--- src/rtl/cbl_pkg.sv ---
package cbl_pkg;

    localparam int BYTE_W = 8;
    localparam int SEL_W  = 2;

    typedef enum logic [2:0] {
        S_MARK,
        S_NBURST,
        S_HADDR,
        S_HCOUNT,
        S_DATA,
        S_WRITE,
        S_FINISH,
        S_OVERFLOW
    } seq_state_t;

    // Highest readable byte address for a given size strap.
    function automatic int unsigned limit_of(input logic [SEL_W-1:0] sel,
                                             input int unsigned base_bytes);
        return (base_bytes << sel) - 1;
    endfunction

    // States that consume a byte from the memory.
    function automatic logic is_fetch(input seq_state_t s);
        return (s == S_MARK) || (s == S_NBURST) || (s == S_HADDR) ||
               (s == S_HCOUNT) || (s == S_DATA);
    endfunction

    function automatic logic is_terminal(input seq_state_t s);
        return (s == S_FINISH) || (s == S_OVERFLOW);
    endfunction

endpackage

--- src/rtl/cbl_byte_reader.sv ---
module cbl_byte_reader
    import cbl_pkg::*;
#(
    parameter int BASE_BYTES = 128,
    parameter int RD_AW      = 10,
    parameter int START_OFS  = 12
) (
    input  logic             clk,
    input  logic             rst,
    input  logic [SEL_W-1:0] size_sel,
    input  logic             want,
    output logic [RD_AW-1:0] rd_addr,
    output logic             rd_req,
    input  logic             rd_valid,
    output logic             byte_vld,
    output logic             ovf_hit
);
    localparam int PTR_W = RD_AW + 1;

    logic [PTR_W-1:0] ptr;
    logic [PTR_W-1:0] limit;
    logic             req_q;
    logic             past_lim;

    assign limit    = PTR_W'(limit_of(size_sel, BASE_BYTES));
    assign past_lim = ptr > limit;

    always_ff @(posedge clk) begin
        if (rst) begin
            ptr   <= PTR_W'(START_OFS);
            req_q <= 1'b0;
        end else if (req_q && rd_valid) begin
            req_q <= 1'b0;
            ptr   <= ptr + 1'b1;
        end else if (!req_q && want && !past_lim) begin
            req_q <= 1'b1;
        end
    end

    assign rd_req   = req_q;
    assign rd_addr  = ptr[RD_AW-1:0];
    assign byte_vld = req_q && rd_valid;
    assign ovf_hit  = want && !req_q && past_lim;

endmodule

--- src/rtl/cbl_word_packer.sv ---
module cbl_word_packer
    import cbl_pkg::*;
#(
    parameter int WORD_BYTES = 4
) (
    input  logic                         clk,
    input  logic                         rst,
    input  logic                         clear,
    input  logic                         shift_en,
    input  logic [BYTE_W-1:0]            byte_in,
    output logic [BYTE_W*WORD_BYTES-1:0] word,
    output logic                         word_last
);
    localparam int DATA_W = BYTE_W * WORD_BYTES;
    localparam int CW     = (WORD_BYTES > 1) ? $clog2(WORD_BYTES) : 1;

    logic [CW-1:0] cnt;

    always_ff @(posedge clk) begin
        if (rst) begin
            cnt  <= '0;
            word <= '0;
        end else if (clear) begin
            cnt <= '0;
        end else if (shift_en) begin
            word <= {word[DATA_W-BYTE_W-1:0], byte_in};
            cnt  <= word_last ? '0 : cnt + 1'b1;
        end
    end

    assign word_last = shift_en && (cnt == CW'(WORD_BYTES - 1));

endmodule

--- src/rtl/cbl_sequencer.sv ---
module cbl_sequencer
    import cbl_pkg::*;
#(
    parameter int                WA_W   = 10,
    parameter logic [BYTE_W-1:0] MARKER = 8'hA5
) (
    input  logic              clk,
    input  logic              rst,
    input  logic              byte_vld,
    input  logic [BYTE_W-1:0] byte_in,
    input  logic              ovf_hit,
    input  logic              word_last,
    input  logic              fab_busy,
    input  logic              mdio_busy,
    output logic              want,
    output logic              pk_shift,
    output logic              pk_clear,
    output logic              wr_stb,
    output logic [WA_W-1:0]   waddr,
    output logic              busy,
    output logic              ovf_err,
    output logic              done
);
    seq_state_t        state;
    logic [BYTE_W-1:0] bursts_left;
    logic [BYTE_W-1:0] dw_left;
    logic              last_burst;

    assign last_burst = bursts_left == BYTE_W'(1);

    always_ff @(posedge clk) begin
        if (rst) begin
            state       <= S_MARK;
            bursts_left <= '0;
            dw_left     <= '0;
            waddr       <= '0;
            ovf_err     <= 1'b0;
            done        <= 1'b0;
        end else begin
            done <= 1'b0;
            if (ovf_hit) begin
                state   <= S_OVERFLOW;
                ovf_err <= 1'b1;
                done    <= 1'b1;
            end else begin
                unique case (state)
                    S_MARK: if (byte_vld) begin
                        if (byte_in == MARKER) begin
                            state <= S_NBURST;
                        end else begin
                            state <= S_FINISH;
                            done  <= 1'b1;
                        end
                    end
                    S_NBURST: if (byte_vld) begin
                        bursts_left <= byte_in;
                        if (byte_in == '0) begin
                            state <= S_FINISH;
                            done  <= 1'b1;
                        end else begin
                            state <= S_HADDR;
                        end
                    end
                    S_HADDR: if (byte_vld) begin
                        waddr <= WA_W'(byte_in);
                        state <= S_HCOUNT;
                    end
                    S_HCOUNT: if (byte_vld) begin
                        dw_left <= byte_in;
                        if (byte_in != '0) begin
                            state <= S_DATA;
                        end else if (last_burst) begin
                            state <= S_FINISH;
                            done  <= 1'b1;
                        end else begin
                            bursts_left <= bursts_left - 1'b1;
                            state       <= S_HADDR;
                        end
                    end
                    S_DATA: if (word_last) begin
                        state <= S_WRITE;
                    end
                    S_WRITE: if (wr_stb) begin
                        waddr   <= waddr + 1'b1;
                        dw_left <= dw_left - 1'b1;
                        if (dw_left != BYTE_W'(1)) begin
                            state <= S_DATA;
                        end else if (last_burst) begin
                            state <= S_FINISH;
                            done  <= 1'b1;
                        end else begin
                            bursts_left <= bursts_left - 1'b1;
                            state       <= S_HADDR;
                        end
                    end
                    default: ;
                endcase
            end
        end
    end

    assign want     = is_fetch(state);
    assign pk_shift = (state == S_DATA) && byte_vld;
    assign pk_clear = (state == S_HCOUNT) && byte_vld;
    assign wr_stb   = (state == S_WRITE) && !fab_busy && !mdio_busy;
    assign busy     = !is_terminal(state);

endmodule

--- src/rtl/cfg_burst_loader.sv ---
module cfg_burst_loader
    import cbl_pkg::*;
#(
    parameter int                BASE_BYTES = 128,
    parameter int                WORD_BYTES = 4,
    parameter int                HDR_W      = 8,
    parameter int                START_OFS  = 12,
    parameter logic [BYTE_W-1:0] MARKER     = 8'hA5
) (
    input  logic                         clk,
    input  logic                         rst,
    input  logic [1:0]                   size_sel,
    input  logic                         irq_en,
    output logic [9:0]                   rd_addr,
    output logic                         rd_req,
    input  logic [7:0]                   rd_data,
    input  logic                         rd_valid,
    input  logic                         fab_busy,
    input  logic                         mdio_busy,
    output logic [11:0]                  wr_addr,
    output logic [31:0]                  wr_data,
    output logic                         wr_stb,
    output logic                         busy,
    output logic                         ovf_err,
    output logic                         done,
    output logic                         irq
);
    localparam int MAX_BYTES = BASE_BYTES << ((1 << SEL_W) - 1);
    localparam int RD_AW     = $clog2(MAX_BYTES);
    localparam int WA_W      = HDR_W + 2;
    localparam int DATA_W    = BYTE_W * WORD_BYTES;

    logic              want;
    logic              byte_vld;
    logic              ovf_hit;
    logic              pk_shift;
    logic              pk_clear;
    logic              word_last;
    logic [WA_W-1:0]   waddr;
    logic [DATA_W-1:0] word;

    cbl_byte_reader #(
        .BASE_BYTES (BASE_BYTES),
        .RD_AW      (RD_AW),
        .START_OFS  (START_OFS)
    ) u_reader (
        .clk      (clk),
        .rst      (rst),
        .size_sel (size_sel),
        .want     (want),
        .rd_addr  (rd_addr),
        .rd_req   (rd_req),
        .rd_valid (rd_valid),
        .byte_vld (byte_vld),
        .ovf_hit  (ovf_hit)
    );

    cbl_word_packer #(
        .WORD_BYTES (WORD_BYTES)
    ) u_packer (
        .clk       (clk),
        .rst       (rst),
        .clear     (pk_clear),
        .shift_en  (pk_shift),
        .byte_in   (rd_data),
        .word      (word),
        .word_last (word_last)
    );

    cbl_sequencer #(
        .WA_W   (WA_W),
        .MARKER (MARKER)
    ) u_seq (
        .clk       (clk),
        .rst       (rst),
        .byte_vld  (byte_vld),
        .byte_in   (rd_data),
        .ovf_hit   (ovf_hit),
        .word_last (word_last),
        .fab_busy  (fab_busy),
        .mdio_busy (mdio_busy),
        .want      (want),
        .pk_shift  (pk_shift),
        .pk_clear  (pk_clear),
        .wr_stb    (wr_stb),
        .waddr     (waddr),
        .busy      (busy),
        .ovf_err   (ovf_err),
        .done      (done)
    );

    assign wr_addr = {waddr, 2'b00};
    assign wr_data = word;
    assign irq     = irq_en && !busy;

endmodule

--- config.mk ---
export PLATFORM = sky130hd
export DESIGN_NAME = cfg_burst_loader
export DESIGN_NICKNAME = d
export VERILOG_FILES = /design/src/rtl/cbl_pkg.sv /design/src/rtl/cbl_byte_reader.sv /design/src/rtl/cbl_word_packer.sv /design/src/rtl/cbl_sequencer.sv /design/src/rtl/cfg_burst_loader.sv
export SDC_FILE = /design/constraint.sdc
export NUM_CORES = 1
export LEC_CHECK = 0
export BUFFER_PORTS_ARGS = -buffer_cell sky130_fd_sc_hd__buf_2
export CORE_MARGIN = 2
export CORE_UTILIZATION = 35
export DETAILED_ROUTE_END_ITERATION = 8
export GPL_TIMING_DRIVEN = 0
export PLACE_DENSITY = 0.63
export SYNTH_ARGS = -nofsm -noshare
export SYNTH_HDL_FRONTEND = slang
export SYNTH_SLANG_ARGS = --single-unit
--- constraint.sdc ---
create_clock -name clk -period 2.2 [get_ports clk]
set_input_delay 0 -clock clk [delete_from_list [all_inputs] [get_ports clk]]
set_output_delay 0 -clock clk [all_outputs]
set_load 0.005 [all_outputs]
==> metrics.txt, run 1 <==
Hold WC Path Type=in -> reg; Worst-Margin Slew=about 650 ps; Clock Sinks=77; layout cell share with drive strength beyond 1=20.5%; LEAKAGE=1.95 nW; cells along the critical path=inv_1 -> ha_1 -> nor3b_2 -> a311oi_1 -> a21oi_2 -> or2_1 -> buf_6 -> a31o_2; uppermost layer routed=met4; placed wire-length estimate=8580 µm; GRT Util Overall=between 10% and 20%; pre-CTS WS=-96.1 ps; DIE AREA=12,200 µm²; placed cell area=4500 µm²; Final Critical Period=a little over 2000 ps; initial antenna violation count=0; via count=4,111; wl on met1=5340 µm; fin. max-slew vios=0; Syn Area/Cell=7.57 µm²; worst r2r dst=u_seq.bursts_left[1]$_SDFFE_PP0P_; fin area=slightly below 5000 µm²; Critical-path top delay cell=dfxtp_1; via count of the first global-routing pass=between 3,000 and 4,000; initial core utilization=a little over a third; Worst Slack Setup Final=around 160 ps; Rel. slew slack=56.5%; setup_tns=0 ps; WL per Instance=15.4 µm; clock latency on the worst-skew pair=330 ps; ant diodes=0; reg2reg start=u_seq.bursts_left[1]$_SDFFE_PP0P_; FFs w/ async S/R, synth=0%; first-pass GRT wire length=18,600 µm; CTS tree=built; period utilisation layout=92.9%; nets=636; number of flops mapped to enable cells by yosys=0; fillers=1,149; 1st-iter DRT viols=around 420; crit-path max cell delay=around 400 ps; RSZ-0062 raised after global routing=no; Critical Path AT=2280 ps; Clock Path Buffers=2; dominant cell type by area after synthesis=dfxtp_1; synthesized area=3960 µm²; Power per Cell Area=646 nW/µm²; final hold viol count=0; worst hold start=rd_data[1]; Ys Warns=0; residual DRC count=0; CTS clk-pin slew, worst paths=about 70 ps; post-CTS setup buffers=0; placed insts=736; RePlAce Congestion=0.914; Die Y=about 110 µm; Total Power=3.15 mW; IO Pins=76; Hold Path Sink=u_packer.word[1]$_SDFFE_PP0P_; Seq/Total Area, Yosys=38.9%; Post-Route WL=~12,000 µm; Worst setup SP type=flip-flop; worst reg-to-reg path cell count=8; Cells after Synth=between 500 and 600; CTS Root Cell=clkbuf_16; drt pass-1 iters=5; hold depth=3; Setup Crit Path Kind=reg -> reg; final core occ=between 40% and 50%; CTS Buf Count=9; # port buffers=between 70 and 80; Final setup viols=0; CTS H-tree lvls=3; VDD IR max=between 0.4 and 0.5 mV; Area Overhead vs Synth=23.0%; top post-synthesis cells by area=dfxtp_1 (39%), nand2_1 (10%), a21oi_1 (8.6%), nor2_1 (3.8%), ha_1 (3.5%); CP startpoint=u_seq.bursts_left[1]$_SDFFE_PP0P_; status=completed; routed vias/inst=5.45; Req. time, crit path=2430 ps; Antenna Nets Post-Route=0; Setup Skew=6.78 ps; number of max-cap violations=0; hold_ws=approximately 6.5 ps; Yosys top cell area share=38.9%; non-filler cells, final=754; Unique masters post-synth=58; WL met2=5400 µm; largest net degree at the start of global routing=16; Cell Rows=38; core area=10,900 µm²; Primary FF master, synth=dfxtp_1; number of synthesized register bits=77; Die Wd=110 µm; crit end category=flip-flop; Max Fclk=about 0.5 GHz; metal3 WL=approximately 640 µm; R2R Setup Slk=160 ps; Worst Path Max Fanout=9; grt ovf=0
[logic make-up (layout without fill, tap and decap cells)]
kind of cell               after synthesis  after routing  share of synthesized area, %
buffers and inverters                   59            149                          6.95
AOI/OAI and AO/OA                      151            151                          23.5
adders and majority gates               11             11                          3.48
xor gates and xnor gates                 9              9                          1.99
and+or+nand+nor                        213            213                          24.7
other                                    2              3                         0.190
DFF                                     77             77                          38.9
muxes                                    1              1                         0.253
[flip-flops by register name (all words and copies together), names as in the netlist]
name               flops
u_packer.cnt           2
u_packer.word         32
u_reader.ptr          11
u_reader.rd_req        1
u_seq.bursts_left      8
u_seq.done             1
u_seq.dw_left          8
u_seq.ovf_err          1
u_seq.state            3
u_seq.waddr           10
[routing by layer]
| layer | GRT usage, % | vias to the layer above |
|---|---|---|
| met5 | 0 | - |
| met4 | 6.07 | 0 |
| met3 | 3.12 | 21 |
| met2 | 32.6 | 137 |
| met1 | 26.1 | 1933 |
| li1 | - | 2020 |
[cells in the mapped netlist, types with 3 or more instances]
library cell / count
nor4b_1: 3
buf_4: 12
and3_1: 9
nor2_1: 40
a21oi_1: 68
nand3b_1: 3
a31oi_1: 6
o21a_1: 4
a22oi_1: 5
inv_1: 13
nand3_1: 12
dfxtp_1: 77
xor2_1: 6
o21ai_0: 23
clkbuf_1: 31
xnor2_1: 3
nand2_1: 105
nor3_1: 11
o311ai_0: 7
nor4_1: 6
a31o_2: 3
o31ai_1: 9
nand4_1: 5
or3_1: 5
a311oi_1: 3
ha_1: 11
[how the worst max path moves through the flow]
| stage | to | slack (ps) | depth (start not counted) |
|---|---|---|---|
| CTS | wr_stb | 9 | 6 |
| global route | u_seq.bursts_left[5]$_SDFFE_PP0P_ | 4 | 8 |
| detailed placement | u_seq.bursts_left[1]$_SDFFE_PP0P_ | -100 | 7 |
| floorplan | u_seq.bursts_left[1]$_SDFFE_PP0P_ | 290 | 7 |
| global placement | u_seq.bursts_left[1]$_SDFFE_PP0P_ | -90 | 7 |
| finish | u_seq.bursts_left[1]$_SDFFE_PP0P_ | 160 | 8 |
[area by class of cell]
type | instances | area (µm²) | share of cell area [%]
multi-input combinational | 388 | 2190 | 44.9
tap | 140 | 175 | 3.60
buffer | 43 | 225 | 4.62
timing repair buffer | 77 | 410 | 8.43
clock inverter | 7 | 57.6 | 1.18
inverter | 13 | 48.8 | 1.00
clock buffer | 9 | 225 | 4.62
sequential | 77 | 1540 | 31.7
[report_power, final]
part | switching (mW) | internal [mW] | leakage (nW) | total, mW
Sequential | 0.0200 | 1.41 | 0.621 | 1.43
Clock | 0.641 | 0.778 | 0.129 | 1.42
Combinational | 0.189 | 0.106 | 1.20 | 0.295
Total | 0.850 | 2.29 | 1.95 | 3.15
[worst max-delay path: cells and delay by family, from the launching register on]
family / cells / cell delay (ps)
AOI/OAI and AO/OA: 3 / 690
DFF: 1 / 400
buffers and inverters: 2 / 230
and+or+nand+nor: 2 / 440
adders and majority gates: 1 / 170
[timing repair]
item | CTS | global route
endpoints found under the setup margin | 26 | 55
endpoints found under the hold margin | 5 | 0
hold buffers | 5 | 0
resized for setup | 6 | 16
pin swaps | 0 | 1
[cell usage in the layout (no fill, tap or decap), types with 6 or more instances in the layout]
| master | instances |
|---|---|
| o311ai_0 | 7 |
| clkbuf_1 | 20 |
| nand3_1 | 12 |
| clkbuf_16 | 9 |
| inv_1 | 13 |
| buf_4 | 12 |
| a31oi_1 | 6 |
| and3_1 | 9 |
| ha_1 | 11 |
| dfxtp_1 | 77 |
| nor3_1 | 10 |
| o31ai_1 | 9 |
| nand2_1 | 105 |
| buf_2 | 73 |
| a21oi_1 | 68 |
| nor2_1 | 40 |
| xor2_1 | 6 |
| clkbuf_2 | 8 |
| o21ai_0 | 23 |
Note: power is estimated with default switching activity, not from simulation.
==> run 2: changes to the inputs <==
--- a/config.mk
+++ b/config.mk
@@ -11,5 +11,6 @@
 export DETAILED_ROUTE_END_ITERATION = 8
 export GPL_TIMING_DRIVEN = 0
-export PLACE_DENSITY = 0.63
+export HOLD_SLACK_MARGIN = 0.02
+export PLACE_DENSITY = 0.65
 export SYNTH_ARGS = -nofsm -noshare
 export SYNTH_HDL_FRONTEND = slang
==> constraint.sdc (replaced) <==
create_clock -name clk -period 1.8 [get_ports clk]
set_input_delay 0 -clock clk [delete_from_list [all_inputs] [get_ports clk]]
set_output_delay 0 -clock clk [all_outputs]
set_load 0.1 [all_outputs]
==> metrics.txt, run 2 (synthesized netlist as in run 1, its figures left out) <==
commonest non-fill, non-tap cell in the layout=nand2_1; ant diodes=0 (unchanged); residual DRC count=0 (unchanged); placed cell area=4540 µm² (+0.95%); setup_tns=-531 ps (-531 ps); initial antenna violation count=0 (unchanged); drt pass-1 iters=5 (unchanged); largest net degree at the start of global routing=16 (unchanged); hold_ws=43.1 ps (+36.6 ps); Post-Route WL=13,000 µm (+12%); crit end category=flip-flop; grt ovf=0 (unchanged); Worst Path Max Fanout=8 (-1); WL per Instance=16.6 µm (+8.2%); Final Critical Period=1890 ps (-155 ps); status=finished, violations left; Antenna Nets Post-Route=0 (unchanged); # port buffers=72 (unchanged); top flop regs=u_packer.word (32), u_reader.ptr (11), u_seq.waddr (10); CTS Root Cell=clkbuf_16; CTS Buf Count=9 (unchanged); Setup Crit Path Kind=reg -> reg; Hold WC Path Type=in -> reg; via count of the first global-routing pass=4,177 (+12%); number of max-cap violations=0 (unchanged); layout cell share with drive strength beyond 1=31.5% (+11 points); CP startpoint=u_seq.bursts_left[1]$_SDFFE_PP0P_; VDD IR max=0.524 mV (+23%); core area=10,900 µm² (unchanged); Die Y=110 µm (unchanged); period utilisation layout=105% (+12 points); Rel. slew slack=50.9% (-5.6 points); via count=4,411 (+7.3%); RePlAce Congestion=0.896 (-1.9%); max FFs per register=32 (unchanged); 1st-iter DRT viols=470 (+12%); most frequent cells in the layout=nand2_1 (104), buf_2 (70), a21oi_1 (67); RSZ-0062 raised after global routing=yes; CTS clk-pin slew, worst paths=70 ps (about the same); Worst Slack Setup Final=-90.0 ps (-245 ps); CTS tree=built; Critical Path AT=2130 ps (-150 ps); routed vias/inst=5.64 (+3.5%); Worst-Margin Slew=736 ps (+83.7 ps); clock latency on the worst-skew pair=340 ps (about the same); fillers=1,063 (-7.5%); Setup Skew=8.50 ps (+1.71 ps); Clock Path Buffers=2 (unchanged); IO Pins=76 (unchanged); Power per Cell Area=776 nW/µm² (+20%); Clock Sinks=77 (unchanged); fin area=5430 µm² (+11%); Worst setup SP type=flip-flop; initial core utilization=36.2% (unchanged); most flop-heavy register=u_packer.word; first-pass GRT wire length=20,300 µm (+9.1%); reg2reg start=u_seq.bursts_left[1]$_SDFFE_PP0P_; fin. max-slew vios=0 (unchanged); Area Overhead vs Synth=37.0%; LEAKAGE=2.18 nW (+12%); Req. time, crit path=2040 ps (-390 ps); violated checks=setup timing; worst hold start=rd_data[0]; area of the multi-input gates=2430 µm² (+11%); Sequential cell area=1560 µm² (+1.3%); placed wire-length estimate=8640 µm (+0.72%); DIE AREA=12,200 µm² (unchanged); CTS H-tree lvls=3 (unchanged); nets=664 (+4.4%); Die Wd=110 µm (unchanged); Final setup viols=8 (+8); final hold viol count=0 (unchanged); final core occ=49.6% (+5.1 points); GRT Util Overall=21.4% (+1.8 points); Max Fclk=0.529 GHz (+8.2%); Cell Rows=38 (unchanged)
-- run 2: cell types whose count changed in the layout (fill, tap and decap cells not counted), sizes merged --
| cell | change |
|---|---|
| buf | +25 |
| dlygate4sd3 | +3 |
| clkbuf | -2 |
| clkinvlp | -2 |
| a21oi | +1 |
| bufinv | +1 |
| inv | +1 |
| o21ai | +1 |
-- run 2: power by group --
group          switching [mW]  internal (mW)
logic                   0.386          0.181
registers              0.0289           1.73
clock network           0.790           1.10
total                    1.20           3.00
-- run 2: area by class of cell --
cell class / instances / area share, %
plain buffers: 41 / 4.70
clock buffers: 9 / 4.15
clock inverters: 7 / 1.48
inverters: 13 / 0.899
multi-input cells: 390 / 44.8
flip-flops and latches: 77 / 28.8
well taps: 140 / 3.23
repair buffers: 105 / 11.9
-- run 2: what timing repair did --
| action | CTS | global route |
|---|---|---|
| gates resized for setup | 64 | 24 |
| endpoints found under the hold margin | 8 | 0 |
| pin swaps | 10 | 8 |
| hold buffers | 8 | 0 |
| setup endpoints to repair | 64 | 58 |
| setup buffers | 16 | 9 |
| gates cloned | 2 | 0 |
-- run 2: worst max-delay path, cell delays in order (launching register included) --
cell and delay [ps]:
dfxtp_2 340, inv_2 50, ha_4 150, nor3b_4 160, a311oi_2 260, buf_4 170, a21oi_4 50, or2_1 240
buf_6 150, o31ai_2 220
-- run 2: stage by stage --
| step | cells | worst slack (ps) | total power [mW] |
|---|---|---|---|
| 2_1_floorplan | 524 | -221 | 2.11 |
| 3_3_place_gp | 736 | -376 | 2.23 |
| 3_5_place_dp | 736 | -396 | 2.24 |
| 4_1_cts | 775 | -32.4 | 4.16 |
| 5_1_grt | 782 | -149 | 4.32 |
| 6_report | 782 | -90.0 | 4.21 |
-- run 2: path summary, 6_finish.rpt --
check / cells past startpoint / endpoint / slack (ps)
worst min-delay path: 3 / u_packer.word[0]$_SDFFE_PP0P_ / 40
worst min register to register: 2 / u_packer.word[28]$_SDFFE_PP0P_ / 450
worst max register to register: 9 / u_seq.bursts_left[4]$_SDFFE_PP0P_ / -90
worst max-delay path: 9 / u_seq.bursts_left[4]$_SDFFE_PP0P_ / -90
-- run 2: metal layers --
layer  vias to the layer above  routed length, µm  global-route usage [%]
li1                       2081                  -                       -
met3                        55               1080                    4.70
met5                         -                  0                       0
met2                       248               6120                    35.6
met4                         0                461                    9.64
met1                      2027               5330                    26.3
